==> src/rtl/tile_addr_pkg.sv <==
package tile_addr_pkg;

  typedef enum logic [2:0] {
    TM_LINEAR = 3'd0,
    TM_WIDE   = 3'd1,
    TM_COLUMN = 3'd2,
    TM_SUBT   = 3'd3,
    TM_INTLV  = 3'd4
  } tile_mode_e;

  typedef enum logic [2:0] {
    SW_NONE     = 3'd0,
    SW_B9       = 3'd1,
    SW_B9_10    = 3'd2,
    SW_B9_11    = 3'd3,
    SW_B9_10_11 = 3'd4
  } swz_mode_e;

  localparam int unsigned NUM_TILE_MODES = 5;
  localparam int unsigned NUM_SWZ_MODES  = 5;

  // tile geometry, log2
  localparam int unsigned TILE_LG   = 12;
  localparam int unsigned WIDE_C_LG = 9;
  localparam int unsigned WIDE_R_LG = 3;
  localparam int unsigned NARR_C_LG = 7;
  localparam int unsigned NARR_R_LG = 5;
  localparam int unsigned OWORD_LG  = 4;
  localparam int unsigned SUBT_LG   = 6;

  // which of address bits {11,10,9} feed bit 6 for each swizzle code
  function automatic logic [2:0] swz_mask(int unsigned m);
    case (m)
      1:       return 3'b001;
      2:       return 3'b011;
      3:       return 3'b101;
      4:       return 3'b111;
      default: return 3'b000;
    endcase
  endfunction

endpackage

==> src/rtl/tag_walker.sv <==
module tag_walker
  import tile_addr_pkg::*;
#(
  parameter int unsigned DIM_W    = 16,
  parameter int unsigned STRIDE_W = 20,
  parameter int unsigned IDX_W    = 32
) (
  input  logic                clk_i,
  input  logic                rst_ni,
  input  logic                start_i,
  input  logic [DIM_W-1:0]    width_i,
  input  logic [DIM_W-1:0]    height_i,
  input  logic [STRIDE_W-1:0] stride_i,
  input  logic [1:0]          bpp_log_i,
  input  logic [2:0]          tiling_i,
  input  logic [2:0]          swizzle_i,
  input  logic                ready_i,
  output logic                busy_o,
  output logic [DIM_W-1:0]    x_o,
  output logic [DIM_W-1:0]    y_o,
  output logic [IDX_W-1:0]    idx_o,
  output logic [STRIDE_W-1:0] stride_o,
  output logic [1:0]          bpp_log_o,
  output tile_mode_e          tiling_o,
  output logic [2:0]          swizzle_o,
  output logic                done_o,
  output logic                err_o
);

  logic                busy_q;
  logic [DIM_W-1:0]    x_q, y_q, width_q, height_q;
  logic [IDX_W-1:0]    idx_q;
  logic [STRIDE_W-1:0] stride_q;
  logic [1:0]          bpp_q;
  tile_mode_e          tiling_q;
  logic [2:0]          swz_q;
  logic                done_q, err_q;

  logic cfg_ok, accept, fire, row_end, last;

  assign cfg_ok  = (32'(tiling_i) < NUM_TILE_MODES) && (32'(swizzle_i) < NUM_SWZ_MODES) &&
                   (width_i != '0) && (height_i != '0);
  assign accept  = start_i && !busy_q;
  assign fire    = busy_q && ready_i;
  assign row_end = (x_q == width_q - DIM_W'(1));
  assign last    = row_end && (y_q == height_q - DIM_W'(1));

  always_ff @(posedge clk_i or negedge rst_ni) begin
    if (!rst_ni) begin
      busy_q   <= 1'b0;
      x_q      <= '0;
      y_q      <= '0;
      idx_q    <= '0;
      width_q  <= '0;
      height_q <= '0;
      stride_q <= '0;
      bpp_q    <= '0;
      tiling_q <= TM_LINEAR;
      swz_q    <= '0;
      done_q   <= 1'b0;
      err_q    <= 1'b0;
    end else begin
      done_q <= fire && last;
      err_q  <= accept && !cfg_ok;
      if (accept) begin
        width_q  <= width_i;
        height_q <= height_i;
        stride_q <= stride_i;
        bpp_q    <= bpp_log_i;
        tiling_q <= tile_mode_e'(tiling_i);
        swz_q    <= swizzle_i;
        x_q      <= '0;
        y_q      <= '0;
        idx_q    <= '0;
        busy_q   <= cfg_ok;
      end else if (fire) begin
        idx_q <= idx_q + IDX_W'(1);
        if (last) begin
          busy_q <= 1'b0;
        end else if (row_end) begin
          x_q <= '0;
          y_q <= y_q + DIM_W'(1);
        end else begin
          x_q <= x_q + DIM_W'(1);
        end
      end
    end
  end

  assign busy_o    = busy_q;
  assign x_o       = x_q;
  assign y_o       = y_q;
  assign idx_o     = idx_q;
  assign stride_o  = stride_q;
  assign bpp_log_o = bpp_q;
  assign tiling_o  = tiling_q;
  assign swizzle_o = swz_q;
  assign done_o    = done_q;
  assign err_o     = err_q;

endmodule

==> src/rtl/tag_mapper.sv <==
module tag_mapper
  import tile_addr_pkg::*;
#(
  parameter int unsigned DIM_W    = 16,
  parameter int unsigned STRIDE_W = 20,
  parameter int unsigned ADDR_W   = 32
) (
  input  logic [DIM_W-1:0]    x_i,
  input  logic [DIM_W-1:0]    y_i,
  input  logic [STRIDE_W-1:0] stride_i,
  input  logic [1:0]          bpp_log_i,
  input  tile_mode_e          mode_i,
  output logic [ADDR_W-1:0]   addr_o,
  output logic                swz_en_o
);

  localparam int unsigned XB_W = DIM_W + 3;

  logic [XB_W-1:0]   xb;
  logic [ADDR_W-1:0] xb_a, y_a, str_a;
  logic [ADDR_W-1:0] mul_a, mul_b, prod, row_base, col_base;
  logic [ADDR_W-1:0] in_wide, in_col, in_subt, in_intlv, in_tile;
  logic [2:0]        cx, cy;
  logic [5:0]        subt;
  logic [11:0]       intlv;

  assign xb    = XB_W'(x_i) << bpp_log_i;
  assign xb_a  = ADDR_W'(xb);
  assign y_a   = ADDR_W'(y_i);
  assign str_a = ADDR_W'(stride_i);

  // one shared multiplier: tile-row count times pitch operand
  always_comb begin
    case (mode_i)
      TM_WIDE:                   mul_a = y_a >> WIDE_R_LG;
      TM_COLUMN, TM_SUBT, TM_INTLV: mul_a = y_a >> NARR_R_LG;
      default:                   mul_a = y_a;
    endcase
    mul_b = (mode_i == TM_INTLV) ? (str_a >> NARR_C_LG) : str_a;
  end

  assign prod = mul_a * mul_b;

  always_comb begin
    case (mode_i)
      TM_WIDE:            row_base = prod << WIDE_R_LG;
      TM_COLUMN, TM_SUBT: row_base = prod << NARR_R_LG;
      TM_INTLV:           row_base = prod << TILE_LG;
      default:            row_base = prod;
    endcase
    case (mode_i)
      TM_WIDE: col_base = (xb_a >> WIDE_C_LG) << TILE_LG;
      TM_LINEAR: col_base = '0;
      default: col_base = (xb_a >> NARR_C_LG) << TILE_LG;
    endcase
  end

  // in-tile offsets
  assign in_wide = ((y_a & ADDR_W'(7)) << WIDE_C_LG) | (xb_a & ADDR_W'(511));

  assign in_col  = (((xb_a >> OWORD_LG) & ADDR_W'(7)) << 9) |
                   ((y_a & ADDR_W'(31)) << OWORD_LG) |
                   (xb_a & ADDR_W'(15));

  assign cx   = xb[6:4];
  assign cy   = y_i[4:2];
  assign subt = {cy[2:1], cx[2], cy[0], cx[1:0]};
  assign in_subt = (ADDR_W'(subt) << SUBT_LG) |
                   ((y_a & ADDR_W'(3)) << OWORD_LG) |
                   (xb_a & ADDR_W'(15));

  assign intlv    = {xb[6], y_i[4], xb[5], y_i[3], xb[4], y_i[2], y_i[1:0], xb[3:0]};
  assign in_intlv = ADDR_W'(intlv);

  always_comb begin
    case (mode_i)
      TM_WIDE:   in_tile = in_wide;
      TM_COLUMN: in_tile = in_col;
      TM_SUBT:   in_tile = in_subt;
      TM_INTLV:  in_tile = in_intlv;
      default:   in_tile = xb_a;
    endcase
  end

  assign addr_o   = row_base + col_base + in_tile;
  assign swz_en_o = (mode_i == TM_WIDE) || (mode_i == TM_COLUMN) || (mode_i == TM_SUBT);

endmodule

==> src/rtl/tag_swizzle.sv <==
module tag_swizzle
  import tile_addr_pkg::*;
#(
  parameter int unsigned ADDR_W = 32
) (
  input  logic [ADDR_W-1:0] addr_i,
  input  logic              en_i,
  input  logic [2:0]        mode_i,
  output logic [ADDR_W-1:0] addr_o
);

  logic [NUM_SWZ_MODES-1:0] flip;
  logic                     sel;

  for (genvar m = 0; m < NUM_SWZ_MODES; m++) begin : g_src
    localparam logic [2:0] MASK = swz_mask(m);
    assign flip[m] = ^(addr_i[11:9] & MASK);
  end

  always_comb begin
    sel = 1'b0;
    for (int m = 0; m < NUM_SWZ_MODES; m++) begin
      if (32'(mode_i) == m) sel = flip[m];
    end
    sel = sel && en_i;
  end

  assign addr_o = addr_i ^ (ADDR_W'(sel) << 6);

endmodule

==> src/rtl/tile_addr_gen.sv <==
module tile_addr_gen
  import tile_addr_pkg::*;
#(
  parameter int unsigned DIM_W    = 16,
  parameter int unsigned STRIDE_W = 20,
  parameter int unsigned IDX_W    = 32,
  parameter int unsigned ADDR_W   = 32
) (
  input  logic                clk_i,
  input  logic                rst_ni,
  input  logic                start_i,
  input  logic [DIM_W-1:0]    width_i,
  input  logic [DIM_W-1:0]    height_i,
  input  logic [STRIDE_W-1:0] stride_i,
  input  logic [1:0]          bpp_log_i,
  input  logic [2:0]          tiling_i,
  input  logic [2:0]          swizzle_i,
  input  logic                ready_i,
  output logic                valid_o,
  output logic [IDX_W-1:0]    index_o,
  output logic [ADDR_W-1:0]   addr_o,
  output logic                done_o,
  output logic                err_o
);

  logic [DIM_W-1:0]    x, y;
  logic [STRIDE_W-1:0] stride;
  logic [1:0]          bpp_log;
  tile_mode_e          mode;
  logic [2:0]          swz;
  logic [ADDR_W-1:0]   raw_addr;
  logic                swz_en;

  tag_walker #(.DIM_W(DIM_W), .STRIDE_W(STRIDE_W), .IDX_W(IDX_W)) u_walk (
    .clk_i     (clk_i),
    .rst_ni    (rst_ni),
    .start_i   (start_i),
    .width_i   (width_i),
    .height_i  (height_i),
    .stride_i  (stride_i),
    .bpp_log_i (bpp_log_i),
    .tiling_i  (tiling_i),
    .swizzle_i (swizzle_i),
    .ready_i   (ready_i),
    .busy_o    (valid_o),
    .x_o       (x),
    .y_o       (y),
    .idx_o     (index_o),
    .stride_o  (stride),
    .bpp_log_o (bpp_log),
    .tiling_o  (mode),
    .swizzle_o (swz),
    .done_o    (done_o),
    .err_o     (err_o)
  );

  tag_mapper #(.DIM_W(DIM_W), .STRIDE_W(STRIDE_W), .ADDR_W(ADDR_W)) u_map (
    .x_i       (x),
    .y_i       (y),
    .stride_i  (stride),
    .bpp_log_i (bpp_log),
    .mode_i    (mode),
    .addr_o    (raw_addr),
    .swz_en_o  (swz_en)
  );

  tag_swizzle #(.ADDR_W(ADDR_W)) u_swz (
    .addr_i (raw_addr),
    .en_i   (swz_en),
    .mode_i (swz),
    .addr_o (addr_o)
  );

endmodule

==> config.mk <==
export PLATFORM = sky130hd
export DESIGN_NAME = tile_addr_gen
export DESIGN_NICKNAME = d
export VERILOG_FILES = /design/src/rtl/tile_addr_pkg.sv /design/src/rtl/tag_walker.sv /design/src/rtl/tag_mapper.sv /design/src/rtl/tag_swizzle.sv /design/src/rtl/tile_addr_gen.sv
export SDC_FILE = /design/constraint.sdc
export NUM_CORES = 1
export LEC_CHECK = 0
export BUFFER_PORTS_ARGS = -buffer_cell sky130_fd_sc_hd__buf_4
export CAP_MARGIN = 20
export CELL_PAD_IN_SITES_DETAIL_PLACEMENT = 2
export CELL_PAD_IN_SITES_GLOBAL_PLACEMENT = 2
export CORE_MARGIN = 8
export CORE_UTILIZATION = 35
export DETAILED_ROUTE_END_ITERATION = 12
export PLACE_DENSITY_LB_ADDON = 0.15
export SLEW_MARGIN = 10
export SYNTH_ARGS = -nofsm -noshare
export SYNTH_HDL_FRONTEND = slang
export SYNTH_SLANG_ARGS = --single-unit
==> constraint.sdc <==
create_clock -name clk_i -period 8.85 [get_ports clk_i]
set_input_delay 0 -clock clk_i [delete_from_list [all_inputs] [get_ports clk_i]]
set_output_delay 0 -clock clk_i [all_outputs]
set_load 0.005 [all_outputs]
=== Word level (Yosys, flattened, before mapping) ===
Index checks and enable logic that the tools add are counted.

* Register bits after elaboration: 127
* Input port bits: 64
* Output and inout port bits: 67
* Word-level logic and storage cells: 90

* $add $sub $neg: 7
* Multipliers: 1
* Order comparisons: 2
* Equal/unequal tests: 11
* Shift-type cells: 1
* Mux-type cells: 22
* Bitwise gates (word level): 6
* Reduce and logical (&&, ||, !) cells: 28

{| class="wikitable"
|+ Operators by type and width
! cell !! number
|-
| $mux W16 || 8
|-
| $pmux W32 S4 || 1
|-
| $pmux W32 S3 || 1
|-
| $add A32 B32 Y32 || 2
|-
| $mux W32 || 2
|-
| $or A32 B4 Y32 || 2
|-
| $pmux W24 S2 || 1
|-
| $add A16 B1 Y16 const B || 2
|-
| $add A32 B1 Y32 const B || 1
|-
| $eq A16 B16 Y1 || 2
|-
| $mul A32 B32 Y32 || 1
|-
| $pmux W16 S2 || 1
|-
| $reduce_bool A16 Y1 || 2
|-
| $sub A16 B1 Y16 const B || 2
|-
| $xor A32 B7 Y32 || 1
|-
| $or A12 B9 Y12 || 2
|-
| $mux W20 || 1
|-
| $shl A16 B2 Y19 || 1
|-
| $eq A3 B2 Y1 const B || 4
|-
| $or A12 B6 Y12 || 1
|-
| $reduce_xor A3 Y1 || 4
|-
| $logic_and A1 B1 Y1 || 9
|-
| $mux W1 || 7
|-
| $eq A3 B1 Y1 const B || 2
|-
| other kinds (11) || 18
|}

=== Longest topological paths before layout ===
Gate-level depths: netlist (run 1).

* Depth after elaboration: 14
* Depth in mapped cells: 44
* Depth with buffers taken out: 41

=== Cells and area by module ===
From an unflattened synthesis (run 1), not the netlist that was laid out.

* Cells, all modules: 2590
* Area total of the unflattened synthesis: 20712.4 sq um

{| class="wikitable"
|+ Modules (own cells, without submodules)
! module !! times used !! cells each !! area each (sq um) !! sequential area each (sq um)
|-
| tag_mapper || 1 || 1759 || 13636.8 || 0.0
|-
| tag_walker || 1 || 788 || 6760.2 || 3178.0
|-
| tag_swizzle || 1 || 43 || 315.3 || 0.0
|}

=== Least setup slack after synthesis (run 1) ===
OpenSTA, ideal clock, no wires.

* Kind: flip-flop to output port
* Start: register u_walk.tiling_q[1] (netlist: u_walk.tiling_o[1])
* End: output addr_o[30]
* Data arrival time: 9.519 ns
* Data required time: 8.850 ns
* Setup slack: -0.669 ns
* Cell stages (with the launch flop): 37
* Buffers on the path: 2
* Cell sequence: dfrtp_1 -> clkbuf_1 -> nor2_1 -> nor2_1 -> a222oi_1 -> clkbuf_1 -> nor2_1 -> fa_1 -> inv_1 -> fa_1 -> fa_1 -> fa_1 -> inv_1 -> fa_1 -> inv_1 -> fa_1 -> inv_1 -> ha_1 -> a21oi_1 -> o21ai_0 -> a31oi_1 -> a21boi_0 -> xnor2_1 -> a222oi_1 -> fa_1 -> inv_1 -> ha_1 -> nor3_1 -> a211oi_1 -> and4_1 -> o21ai_0 -> and3_1 -> o21ai_0 -> a21oi_1 -> nor4_1 -> nand3_1 -> xnor2_1

* Word-level cells in the longest chain between the ends: 8
* Elaborated cells between the ends (all ways): 16
* Classes of those cells: add/sub: 2; mul: 1; eq/ne: 4; mux: 5; bitwise: 1; reduce/logical: 3

{| class="wikitable"
|+ Ends and longest elaborated chain
! what !! line !! text
|-
| start: declaration || tag_walker.sv:35 || <nowiki>tile_mode_e tiling_q;</nowiki>
|-
| start signal: assignment || tag_walker.sv:70 || <nowiki>tiling_q <= tile_mode_e'(tiling_i);</nowiki>
|-
| $eq A3 B2 Y1 or $eq A3 B3 Y1 (tied branches) || - ||
|-
| $reduce_or A3 Y1 || tag_mapper.sv:34 || <nowiki>case (mode_i)</nowiki>
|-
| $pmux W16 S2 || tag_mapper.sv:34 ||
|-
| $mul A32 B32 Y32 || tag_mapper.sv:42 || <nowiki>assign prod = mul_a * mul_b;</nowiki>
|-
| $pmux W32 S3 || tag_mapper.sv:45 || <nowiki>case (mode_i)</nowiki>
|-
| $add A32 B32 Y32 || tag_mapper.sv:85 || <nowiki>assign addr_o = row_base + col_base + in_tile;</nowiki>
|-
| $add A32 B32 Y32 (*) || tag_mapper.sv:85 ||
|-
| $xor A32 B7 Y32 (*) || tag_swizzle.sv:28 || <nowiki>assign addr_o = addr_i ^ (ADDR_W'(sel) << 6);</nowiki>
|-
| end: declaration || tile_addr_gen.sv:21 || <nowiki>output logic [ADDR_W-1:0] addr_o,</nowiki>
|}

Every way passes the cells marked *; elsewhere a longest branch is shown, timed or not.

=== Final worst setup path (run 1) ===
* Start: register u_walk.tiling_q[1] (netlist: u_walk.tiling_o[1])
* End: output addr_o[28]

The elaborated chain is that of the path after synthesis.

==> results of run 1 <==
[worst paths after layout]
kind                               startpoint            endpoint  cells past startpoint
setup reg to reg           u_walk.height_q[0]       u_walk.x_o[7]                     11
max in group asynchronous              rst_ni  u_walk.tiling_o[0]                      3
hold reg to reg              u_walk.idx_o[31]    u_walk.idx_o[31]                      1
setup / recovery           u_walk.tiling_o[1]          addr_o[28]                     42
hold / removal                        ready_i       u_walk.x_o[0]                      3
min in group asynchronous              rst_ni    u_walk.idx_o[16]                      2
[repair_timing]
| action | 4_1_cts | 5_1_grt |
|---|---|---|
| resized for setup | 277 | 125 |
| cloned | 2 | 0 |
| pin swaps | 93 | 91 |
| hold buffers | 62 | 0 |
| buffers inserted | 80 | 33 |
| hold endpoints to repair | 124 | 0 |
| endpoints found under the setup margin | 20 | 20 |
[per-stage QoR]
| step | hold WS (ns) | setup slack (ns) | utilization | cell area [um2] |
|---|---|---|---|---|
| floorplan | -0.2956 | 0.006060 | - | 20650 |
| global placement | 0.02674 | -0.3667 | 0.4209 | 24650 |
| detailed placement | 0.03115 | -0.7057 | 0.4209 | 24650 |
| CTS | 0.02347 | -0.3773 | 0.4749 | 27820 |
| global route | 0.04296 | -1.466 | 0.4892 | 28660 |
| finish | 0.01486 | -1.269 | 0.4892 | 28660 |
[final cells by class]
type	instances	area, um2	share of cell area
Multi-Input combinational cell	2020	17400	0.6073
Timing Repair Buffer	632	5318	0.1856
Sequential cell	127	3179	0.1109
Inverter	315	1194	0.04165
Tap cell	773	967.2	0.03375
Clock buffer	22	454.2	0.01585
Clock inverter	10	137.6	0.004803
Antenna cell	1	2.502	0.00008732
[cells in the final DEF (no fill, tap or decap), types with 45 or more instances in the layout]
master	n
sky130_fd_sc_hd__ha_1	93
sky130_fd_sc_hd__fa_1	234
sky130_fd_sc_hd__xnor2_1	61
sky130_fd_sc_hd__dfrtp_1	126
sky130_fd_sc_hd__nand3_1	45
sky130_fd_sc_hd__a21oi_1	60
sky130_fd_sc_hd__dlygate4sd3_1	62
sky130_fd_sc_hd__o21ai_0	80
sky130_fd_sc_hd__buf_4	507
sky130_fd_sc_hd__nor2_1	227
sky130_fd_sc_hd__nand2_1	487
sky130_fd_sc_hd__inv_1	295
[worst max-delay path, delay by kind of cell (launching register included)]
family	cells	cell delay [ns]
compound gates	10	2.31
simple gates	7	0.96
buf+inv	14	1.80
xor+xnor	2	0.24
fa+ha+maj	9	3.90
flops	1	0.45
[routing by layer]
metal | wire, um | track usage | share of wire | vias to the layer above
li1 | - | - | - | 9556
met1 | 44090 | 0.3664 | 0.38 | 11910
met2 | 58140 | 0.5279 | 0.50 | 1126
met3 | 7333 | 0.03482 | 0.063 | 432
met4 | 6786 | 0.1150 | 0.058 | 2
met5 | 13 | 0 | 0.00011 | -
[state kept, by name, summed over array words and instances, names as in the netlist]
name              cells
u_walk.y_o           16
u_walk.stride_o      20
u_walk.err_o          1
u_walk.idx_o         32
u_walk.done_o         1
u_walk.busy_o         1
u_walk.height_q      16
u_walk.swizzle_o      3
u_walk.x_o           16
u_walk.bpp_log_o      2
u_walk.width_q       16
u_walk.tiling_o       3
[logic make-up after synthesis]
group,Yosys count,share of synthesized area
compound gates,435,0.1384
mux,56,0.02807
buf+inv,448,0.08240
xor+xnor,111,0.04722
simple gates,1032,0.2227
flops,127,0.1544
fa+ha+maj,386,0.3268
==> PnR_summary.wiki, run 1 <==
{| class="wikitable"
! Metric !! Value
|-
| Result of the run || finished with violations
|-
| Violations in the final reports || negative setup slack
|-
| Achievable frequency || 98.82 MHz
|-
| Number of top-level pins || 131
|-
| Max-slew violation count || 0
|-
| Net count of the finished layout || 3563
|-
| Number of distinct standard cells referenced by the synthesized netlist || 86
|-
| Sink count of the clock tree || 127
|-
| DR WL/cell || 29.84 um
|-
| RSZ-0062 raised after global routing || yes
|-
| Area of the mapped netlist || 0.02059 mm2
|-
| Chip Width || 258.5 um
|-
| Crit path setup slack, layout || -1.269 ns
|-
| Ratio of cells with drive above 1 in the final layout || 0.2930
|-
| Largest net degree at the start of global routing || 97
|-
| Total of buffers placed on input and output ports || 130
|-
| Leading register cell type out of synthesis || sky130_fd_sc_hd__dfrtp_1
|-
| Remaining max-slew budget at the tightest pin || 0.2752
|-
| RePlAce Congestion || 0.9469
|-
| Number of placed instances, taps included || 3697
|-
| Starting Density || 0.3515
|-
| WP data required || 8.85 ns
|-
| DR vias/cell || 5.903
|-
| Crit path launch type || flop
|-
| Overall overflow remaining after global route || 0
|-
| Fin cells || 3900
|-
| R2R setup slack || 5.08 ns
|-
| Arrival time reported for the critical path endpoint || 10.12 ns
|-
| Top-area cell type share of the netlist area || 0.2460
|-
| Antenna violations before repair || 2
|-
| Clock transition at the registers of the reported paths || 0.06 ns
|-
| Synth async-reset ratio || 1.000
|-
| Area of the die || 0.06685 mm2
|-
| Wire length reported by the detailed router || 116.4 mm
|-
| Kind of critical path || flop to primary output
|-
| Max Fanout on Critical Path || 7
|-
| CTS max path bufs || 2
|-
| Net Count, Synth || 3045
|-
| Die Ht || 258.5 um
|-
| Detailed placement HPWL || 72.60 mm
|-
| Largest stage delay, worst path || 0.56 ns
|-
| Number of buffers created by CTS || 17
|-
| Number of global-route vias before repair || 25.65k
|-
| CTS tree || yes
|-
| Cell repeated most along the worst path || sky130_fd_sc_hd__fa_1
|-
| Core Box Area || 0.05857 mm2
|-
| Final TNS setup || -19.71 ns
|-
| Number of DRC violations after detailed routing || 0
|-
| Flip-flop and latch count after synthesis || 127
|-
| Number of core rows || 89
|-
| Detailed Route Iter0 Violations || 1849
|-
| Final hold viol count || 0
|-
| Shortest clock period the worst path allows after layout || 10.12 ns
|-
| Syn. warnings || 0
|-
| Drt pass-1 iters || 7
|-
| Cell with the largest stage delay on the worst path || sky130_fd_sc_hd__fa_1
|-
| Most area-hungry cell type in the Yosys netlist || sky130_fd_sc_hd__fa_1
|-
| Combined global-route utilization of all metal layers || 0.2974
|-
| Commonest cells post-synth || sky130_fd_sc_hd__nand2_1, sky130_fd_sc_hd__inv_1, sky130_fd_sc_hd__nor2_1, sky130_fd_sc_hd__fa_1, sky130_fd_sc_hd__ha_1
|-
| Post-synth EDFFs || 0
|-
| Maximum level of the CTS H-tree || 4
|-
| Routed vias || 23.02k
|-
| Number of inserted filler cells in the final layout || 6369
|-
| Avg Cell Area, Syn || 7.934 um2
|-
| Endpoints failing setup || 22
|-
| Fraction of the cycle the final worst path needs || 1.143
|-
| Actual slew at the worst max-slew pin || 1.087 ns
|-
| Antenna Violating Nets Remaining || 0
|-
| Global-route wire length before repair || 155.8 mm
|-
| Max-cap violations || 0
|-
| CP endpoint kind || primary output
|-
| Synth-to-layout area growth || 39.18%
|-
| Synth top area cells || sky130_fd_sc_hd__fa_1, sky130_fd_sc_hd__dfrtp_1, sky130_fd_sc_hd__nand2_1
|-
| Mapped Cells || 2595
|-
| Root buffer cell || sky130_fd_sc_hd__clkbuf_16
|-
| Min-Delay Path Class || input pin to flop
|-
| Most common cell in the synthesized netlist || sky130_fd_sc_hd__nand2_1
|-
| Worst clock skew || 0.01450 ns
|-
| Sequential fraction of the synthesis area || 0.1544
|-
| Source-to-sink clock delay at the later pin of the worst-skew pair || 0.43 ns
|}
Power of run 1 is not shown: default switching activity piles up to over one toggle a cycle in this logic, so the estimate is an artifact.
==> run 2, diff against run 1 <==
CORE_UTILIZATION = 41   (was 35)
clock period = 12.7 ns   (was 8.85 ns; I/O delays follow)
==> PnR_summary.wiki, run 2 (synthesis gave the netlist of run 1 again) <==
{| class="wikitable"
! Metric !! Value
|-
| Worst clock skew || 0.01111 ns (-0.003391 ns)
|-
| Largest stage delay, worst path || 0.69 ns (+0.13 ns)
|-
| Power density normalized to cell area || 292.6 mW/mm2
|-
| Routed vias || 20.31k (-12%)
|-
| Cell leakage power || 11.04 nW
|-
| Detailed Route Iter0 Violations || 1375 (-26%)
|-
| Number of global-route vias before repair || 23.38k (-8.8%)
|-
| Starting Density || 0.4129 (+0.06141)
|-
| Overall overflow remaining after global route || 0 (unchanged)
|-
| Wire length reported by the detailed router || 91.86 mm (-21%)
|-
| Worst slack on hold paths || 0.06118 ns (+0.04632 ns)
|-
| Final TNS setup || 0 ns (+19.71 ns)
|-
| Source-to-sink clock delay at the later pin of the worst-skew pair || 0.45 ns (+0.02 ns)
|-
| RePlAce Congestion || 0.9177 (-3.1%)
|-
| Most common cell after layout, fill and taps aside || sky130_fd_sc_hd__nand2_1
|-
| Kind of critical path || flop to primary output
|-
| Remaining max-slew budget at the tightest pin || 0.2112 (-0.06395)
|-
| Ratio of cells with drive above 1 in the final layout || 0.09457 (-0.1985)
|-
| Result of the run || finished, final reports clean
|-
| Combined global-route utilization of all metal layers || 0.3188 (+0.02137)
|-
| Largest register FFs || 32 (unchanged)
|-
| DR WL/cell || 27.00 um (-9.5%)
|-
| Shortest clock period the worst path allows after layout || 12.07 ns
|-
| CTS max path bufs || 2 (unchanged)
|-
| Most frequent cells in the layout || sky130_fd_sc_hd__nand2_1, sky130_fd_sc_hd__inv_1, sky130_fd_sc_hd__nor2_1, sky130_fd_sc_hd__fa_1, sky130_fd_sc_hd__buf_4
|-
| Number of core rows || 82 (-7.9%)
|-
| Antenna Violating Nets Remaining || 0 (unchanged)
|-
| Worst IR drop on VDD || 0.2034 mV
|-
| Chip Width || 240.1 um (-7.1%)
|-
| Actual slew at the worst max-slew pin || 1.150 ns (+0.06301 ns)
|-
| Max-slew violation count || 0 (unchanged)
|-
| Maximum level of the CTS H-tree || 4 (unchanged)
|-
| Largest net degree at the start of global routing || 78 (-20%)
|-
| Final total power || 0.006857 W
|-
| Sink count of the clock tree || 127 (unchanged)
|-
| WP data required || 12.70 ns (+3.85 ns)
|-
| Number of top-level pins || 131 (unchanged)
|-
| CTS tree || yes
|-
| Min-Delay Path Class || input pin to flop
|-
| DR vias/cell || 5.969 (+1.1%)
|-
| Detailed placement HPWL || 67.32 mm (-7.3%)
|-
| Drt pass-1 iters || 8 (+1)
|-
| Antenna violations before repair || 2 (unchanged)
|-
| Endpoints failing setup || 0 (-100%)
|-
| Area of the die || 0.05765 mm2 (-14%)
|-
| Core Box Area || 0.04986 mm2 (-15%)
|-
| Hold Path Depth || 3 (unchanged)
|-
| Cell repeated most along the worst path || sky130_fd_sc_hd__fa_1
|-
| Root buffer cell || sky130_fd_sc_hd__clkbuf_16
|-
| Die Ht || 240.1 um (-7.1%)
|-
| Number of DRC violations after detailed routing || 0 (unchanged)
|-
| Cell with the largest stage delay on the worst path || sky130_fd_sc_hd__dfrtp_1
|-
| Reg2reg path depth || 10 (-1)
|-
| Startpoint of the most critical hold path || ready_i
|-
| Global-route wire length before repair || 141.8 mm (-9.0%)
|-
| Number of buffers created by CTS || 17 (unchanged)
|-
| RSZ-0062 raised after global routing || no
|-
| Reg-to-reg critical path startpoint || u_walk.width_q[7]
|-
| Arrival time reported for the critical path endpoint || 12.07 ns (+1.95 ns)
|-
| Critical path launch point || u_walk.tiling_o[2]
|-
| Total of buffers placed on input and output ports || 130 (unchanged)
|-
| Achievable frequency || 82.86 MHz
|-
| Synth-to-layout area growth || 13.82%
|-
| Clock transition at the registers of the reported paths || 0.07 ns (about the same)
|-
| Net count of the finished layout || 3165 (-11%)
|-
| Max-cap violations || 0 (unchanged)
|-
| Fraction of the cycle the final worst path needs || 0.9502
|-
| Max Fanout on Critical Path || 17 (+10)
|-
| Worst flop-to-flop path endpoint || u_walk.x_o[4]
|-
| Final hold viol count || 0 (unchanged)
|-
| Worst Hold Endpoint || u_walk.x_o[0]
|-
| CP endpoint kind || primary output
|-
| R2R setup slack || 8.63 ns (+3.55 ns)
|-
| Crit path launch type || flop
|}
[run 2: cell count changes in the layout (fill, tap and decap cells not counted), moves of 19 or more]
cell	previous run	this run
sky130_fd_sc_hd__a21oi_1	60	91
sky130_fd_sc_hd__buf_4	507	171
sky130_fd_sc_hd__buf_6	44	1
sky130_fd_sc_hd__fa_1	234	253
sky130_fd_sc_hd__fa_2	19	0
sky130_fd_sc_hd__ha_1	93	133
sky130_fd_sc_hd__ha_4	34	0
sky130_fd_sc_hd__nand2_1	487	510
sky130_fd_sc_hd__nor2_1	227	260
sky130_fd_sc_hd__nor2_2	28	2
sky130_fd_sc_hd__o21ai_0	80	101
[run 2: report_power, final]
group / internal (W) / switching [W] / total [W]
sequential: 0.000483 / 0.000184 / 0.000667
clock: 0.000299 / 0.000212 / 0.000511
combinational: 0.00211 / 0.00357 / 0.00568
[run 2: what timing repair did]
action | CTS | global route
buffers inserted | 0 | 0
endpoints found under the setup margin | 0 | 6
endpoints found under the hold margin | 113 | 0
resized for setup | 0 | 5
hold buffers | 62 | 0
[run 2: worst max-delay path by stage]
stage	endpoint	slack [ns]	cells after the start
floorplan	addr_o[30]	3.18	36
global placement	addr_o[31]	0.84	39
detailed placement	addr_o[31]	0.61	39
CTS	addr_o[31]	0.11	39
global route	addr_o[31]	0.001	34
finish	addr_o[31]	0.63	34
[run 2: area by class of cell]
class | instances | area [um2]
diodes | 2 | 5.005
clock buffers | 23 | 467.9
clock inverters | 9 | 110.1
fillers | 5616 | 26430
inverters | 315 | 1182
multi-input cells | 2020 | 15740
flip-flops and latches | 127 | 3178
well taps | 672 | 840.8
repair buffers | 234 | 1916
[run 2: worst max-delay path, delay by kind of cell (launching register included)]
| family | cells | cell delay (ns) |
|---|---|---|
| xor gates and xnor gates | 2 | 0.65 |
| AOI/OAI and AO/OA | 8 | 1.92 |
| adders and majority gates | 9 | 4.20 |
| buffers and inverters | 4 | 0.61 |
| DFF | 1 | 0.69 |
| and+or+nand+nor | 11 | 3.52 |
[run 2: layer usage]
metal / vias to the layer above / wire [um] / GRT usage
li1: 8759 / - / -
met1: 10560 / 37700 / 0.3952
met2: 749 / 45240 / 0.5524
met3: 242 / 5017 / 0.04618
met4: 0 / 3903 / 0.1307
met5: - / 0 / 0
[run 2: metrics by stage]
stage	cells	utilization	instance area (um2)	worst slack [ns]
floorplan	2595	-	20590	3.181
global placement	3302	0.4450	22190	0.8391
detailed placement	3302	0.4450	22190	0.6092
CTS	3396	0.4691	23390	0.1062
global route	3401	0.4700	23430	0.001082
finish	3402	0.4700	23440	0.6320
Note: power is estimated with default switching activity, not from simulation.
==> run 3, diff against run 2 <==
ABC_AREA = 1   (was default)
CORE_UTILIZATION = 35   (was 41)
==> PnR_summary.wiki, run 3 <==
{| class="wikitable"
! Metric !! Value
|-
| Most frequent cells in the layout || sky130_fd_sc_hd__nand2_1, sky130_fd_sc_hd__inv_1, sky130_fd_sc_hd__nor2_1, sky130_fd_sc_hd__fa_1, sky130_fd_sc_hd__buf_4
|-
| Die Ht || 262.1 um (+9.2%)
|-
| Arrival time reported for the critical path endpoint || 11.56 ns (-0.51 ns)
|-
| Cell with the largest stage delay on the worst path || sky130_fd_sc_hd__nor2_1
|-
| Syn. warnings || 0 (unchanged)
|-
| Max-cap violations || 0 (unchanged)
|-
| DR vias/cell || 5.245 (-12%)
|-
| Mapped Cells || 3031 (+17%)
|-
| Achievable frequency || 86.50 MHz (+4.4%)
|-
| Synth-to-layout area growth || 14.58%
|-
| Clock transition at the registers of the reported paths || 0.06 ns (about the same)
|-
| Sink count of the clock tree || 127 (unchanged)
|-
| Top delay family on crit path || adder cells
|-
| WP data required || 12.70 ns (about the same)
|-
| Number of core rows || 90 (+9.8%)
|-
| Number of buffers inserted by post-CTS setup repair || 0 (unchanged)
|-
| Final TNS setup || 0 ns (unchanged)
|-
| Final hold viol count || 0 (unchanged)
|-
| Actual slew at the worst max-slew pin || 1.116 ns (-0.03389 ns)
|-
| Flip-flop and latch count after synthesis || 127 (unchanged)
|-
| Detailed Route Iter0 Violations || 1066 (-22%)
|-
| Number of inserted filler cells in the final layout || 7177 (+28%)
|-
| Number of global-route vias before repair || 23.89k (+2.2%)
|-
| Fraction of the cycle the final worst path needs || 0.9103 (-0.03992)
|-
| Synth top area cells || sky130_fd_sc_hd__fa_1, sky130_fd_sc_hd__dfrtp_1, sky130_fd_sc_hd__nand2_1
|-
| Kind of critical path || flop to primary output
|-
| Result of the run || finished, final reports clean
|-
| Largest stage delay, worst path || 0.61 ns (-0.08 ns)
|-
| Ratio of cells with drive above 1 in the final layout || 0.07277 (-0.02180)
|-
| Max Fanout on Critical Path || 43 (+26)
|-
| Number of top-level pins || 131 (unchanged)
|-
| CTS max path bufs || 2 (unchanged)
|-
| Largest net degree at the start of global routing || 83 (+6.4%)
|-
| DR WL/cell || 21.79 um (-19%)
|-
| Chip Width || 262.1 um (+9.2%)
|-
| Met1 GRT Util || 0.3209 (-0.07426)
|-
| Endpoints failing setup || 0 (unchanged)
|-
| RePlAce Congestion || 0.9236 (+0.64%)
|-
| Worst clock skew || 0.009697 ns (-0.001412 ns)
|-
| Antenna Violating Nets Remaining || 0 (unchanged)
|-
| Starting Density || 0.3525 (-0.06047)
|-
| Avg Cell Area, Syn || 6.992 um2 (-12%)
|-
| Most area-hungry cell type in the Yosys netlist || sky130_fd_sc_hd__fa_1
|-
| Area of the die || 0.06869 mm2 (+19%)
|-
| Global-route wire length before repair || 136.8 mm (-3.5%)
|-
| Detailed placement HPWL || 69.13 mm (+2.7%)
|-
| Top-area cell type share of the netlist area || 0.2390 (-0.007014)
|-
| Synth async-reset ratio || 1.000 (unchanged)
|-
| Critical path launch point || u_walk.tiling_o[1]
|-
| Root buffer cell || sky130_fd_sc_hd__clkbuf_16
|-
| Reg-to-reg critical path startpoint || u_walk.busy_o
|-
| Max-slew violation count || 0 (unchanged)
|-
| Net Count, Synth || 3481 (+14%)
|-
| Most used routing layer in global routing || met2
|-
| Number of buffers created by CTS || 17 (unchanged)
|-
| R2R setup slack || 9.32 ns (+0.69 ns)
|-
| Maximum level of the CTS H-tree || 4 (unchanged)
|-
| Shortest clock period the worst path allows after layout || 11.56 ns (-0.5070 ns)
|-
| Wire length reported by the detailed router || 86.51 mm (-5.8%)
|-
| RSZ-0062 raised after global routing || no
|-
| Routed vias || 20.82k (+2.5%)
|-
| Remaining max-slew budget at the tightest pin || 0.2549 (+0.04371)
|-
| Total of buffers placed on input and output ports || 130 (unchanged)
|-
| Min-Delay Path Class || input pin to async pin
|-
| Most common cell after layout, fill and taps aside || sky130_fd_sc_hd__nand2_1
|-
| Post-synth EDFFs || 0 (unchanged)
|-
| Met3 global-route usage || 0.03014 (-0.01604)
|-
| Net count of the finished layout || 3625 (+15%)
|-
| Most common cell in the synthesized netlist || sky130_fd_sc_hd__nand2_1
|-
| Largest register FFs || 32 (unchanged)
|-
| Core Box Area || 0.06013 mm2 (+21%)
|-
| Met2 track demand over resource in global routing || 0.4613 (-0.09110)
|-
| Drt pass-1 iters || 5 (-3)
|-
| Combined global-route utilization of all metal layers || 0.2554 (-0.06336)
|-
| Antenna fix cells || 0 (-2)
|-
| Number of distinct standard cells referenced by the synthesized netlist || 58 (-33%)
|-
| Antenna violations before repair || 0 (-2)
|-
| Overall overflow remaining after global route || 0 (unchanged)
|-
| Crit path launch type || flop
|-
| Commonest cells post-synth || sky130_fd_sc_hd__nand2_1, sky130_fd_sc_hd__inv_1, sky130_fd_sc_hd__nor2_1, sky130_fd_sc_hd__fa_1, sky130_fd_sc_hd__nand3_1
|-
| Leading register cell type out of synthesis || sky130_fd_sc_hd__dfrtp_1
|-
| Area of the mapped netlist || 0.02119 mm2 (+2.9%)
|-
| CTS tree || yes
|-
| Combined buffer and inverter count along the critical path || 8 (+4)
|-
| Source-to-sink clock delay at the later pin of the worst-skew pair || 0.44 ns (about the same)
|-
| Sequential fraction of the synthesis area || 0.1499 (-0.004401)
|-
| Number of DRC violations after detailed routing || 0 (unchanged)
|-
| CP endpoint kind || primary output
|-
| Cell repeated most along the worst path || sky130_fd_sc_hd__nand2_1
|}
-- run 3: changes by cell type in the layout (fill, tap and decap cells not counted), sizes merged, moves of 27 or more --
| cell | delta |
|---|---|
| and3 | -27 |
| inv | +286 |
| mux2i | -34 |
| nand2 | +292 |
| nand3 | +100 |
| nor2 | +44 |
| xnor2 | -45 |
| xor2 | +37 |
-- run 3: final timing paths --
check,endpoint,depth (start not counted)
setup reg to reg,u_walk.idx_o[20],11
min in group clk_i,u_walk.width_q[10],6
setup / recovery,addr_o[28],41
hold reg to reg,u_walk.stride_o[0],2
hold / removal,u_walk.width_q[1],2
max in group asynchronous,u_walk.height_q[2],3
-- run 3: worst register-to-register path, cell delays in order, from the launching register on --
cell                      delay (ns)
sky130_fd_sc_hd__dfrtp_1        0.45
sky130_fd_sc_hd__nand2_1        0.51
sky130_fd_sc_hd__inv_1          0.78
sky130_fd_sc_hd__nand3_1        0.24
sky130_fd_sc_hd__nor3_1         0.36
sky130_fd_sc_hd__nand4_1        0.21
sky130_fd_sc_hd__nor2_1         0.14
sky130_fd_sc_hd__nand3_1        0.10
sky130_fd_sc_hd__nor2_1         0.19
sky130_fd_sc_hd__nand3_1        0.13
sky130_fd_sc_hd__nor2_1         0.12
sky130_fd_sc_hd__a21oi_1        0.05
-- run 3: stage by stage --
stage	util	area (um2)	hold WS (ns)	setup WS, ns	cells
3_3_place_gp	0.3818	22960	0.09342	1.854	3874
5_1_grt	0.4038	24280	0.2256	0.2762	3970
2_1_floorplan	-	21190	-0.2956	4.556	3031
4_1_cts	0.4034	24260	0.1811	1.159	3967
3_5_place_dp	0.3818	22960	0.09842	1.668	3874
6_report	0.4038	24280	0.1516	1.139	3970
-- run 3: routing by layer --
layer,part of all wire,wire [um],vias to the layer above
met1,0.43,37550,10680
met5,0,0,-
met3,0.038,3271,92
met4,0.021,1785,0
met2,0.51,43900,416
li1,-,-,9632
-- run 3: layout make-up --
cell class,count,area (um2),area share
clock buffer,19,452.9,0.01865
clock inverter,13,234.0,0.009635
inverter,608,2282,0.09398
multi-input combinational,2203,15360,0.6326
sequential,127,3178,0.1309
tap,782,978.4,0.04029
timing repair buffer,218,1797,0.07399
-- run 3: what timing repair did --
action	4_1_cts	5_1_grt
resized for setup	0	0
endpoints found under the hold margin	138	0
hold buffers	61	0
endpoints found under the setup margin	0	0
-- run 3: cell families (layout without fill, tap and decap cells) --
| logic type | count (synthesis) | after routing | share of synthesized area |
|---|---|---|---|
| fa+ha+maj | 386 | 386 | 0.3175 |
| buf+inv | 701 | 858 | 0.1260 |
| xor+xnor | 105 | 105 | 0.04469 |
| flops | 127 | 127 | 0.1499 |
| mux | 8 | 8 | 0.003778 |
| simple gates | 1386 | 1386 | 0.2731 |
| compound gates | 318 | 318 | 0.08501 |
Power of run 3 is left out for the same reason.
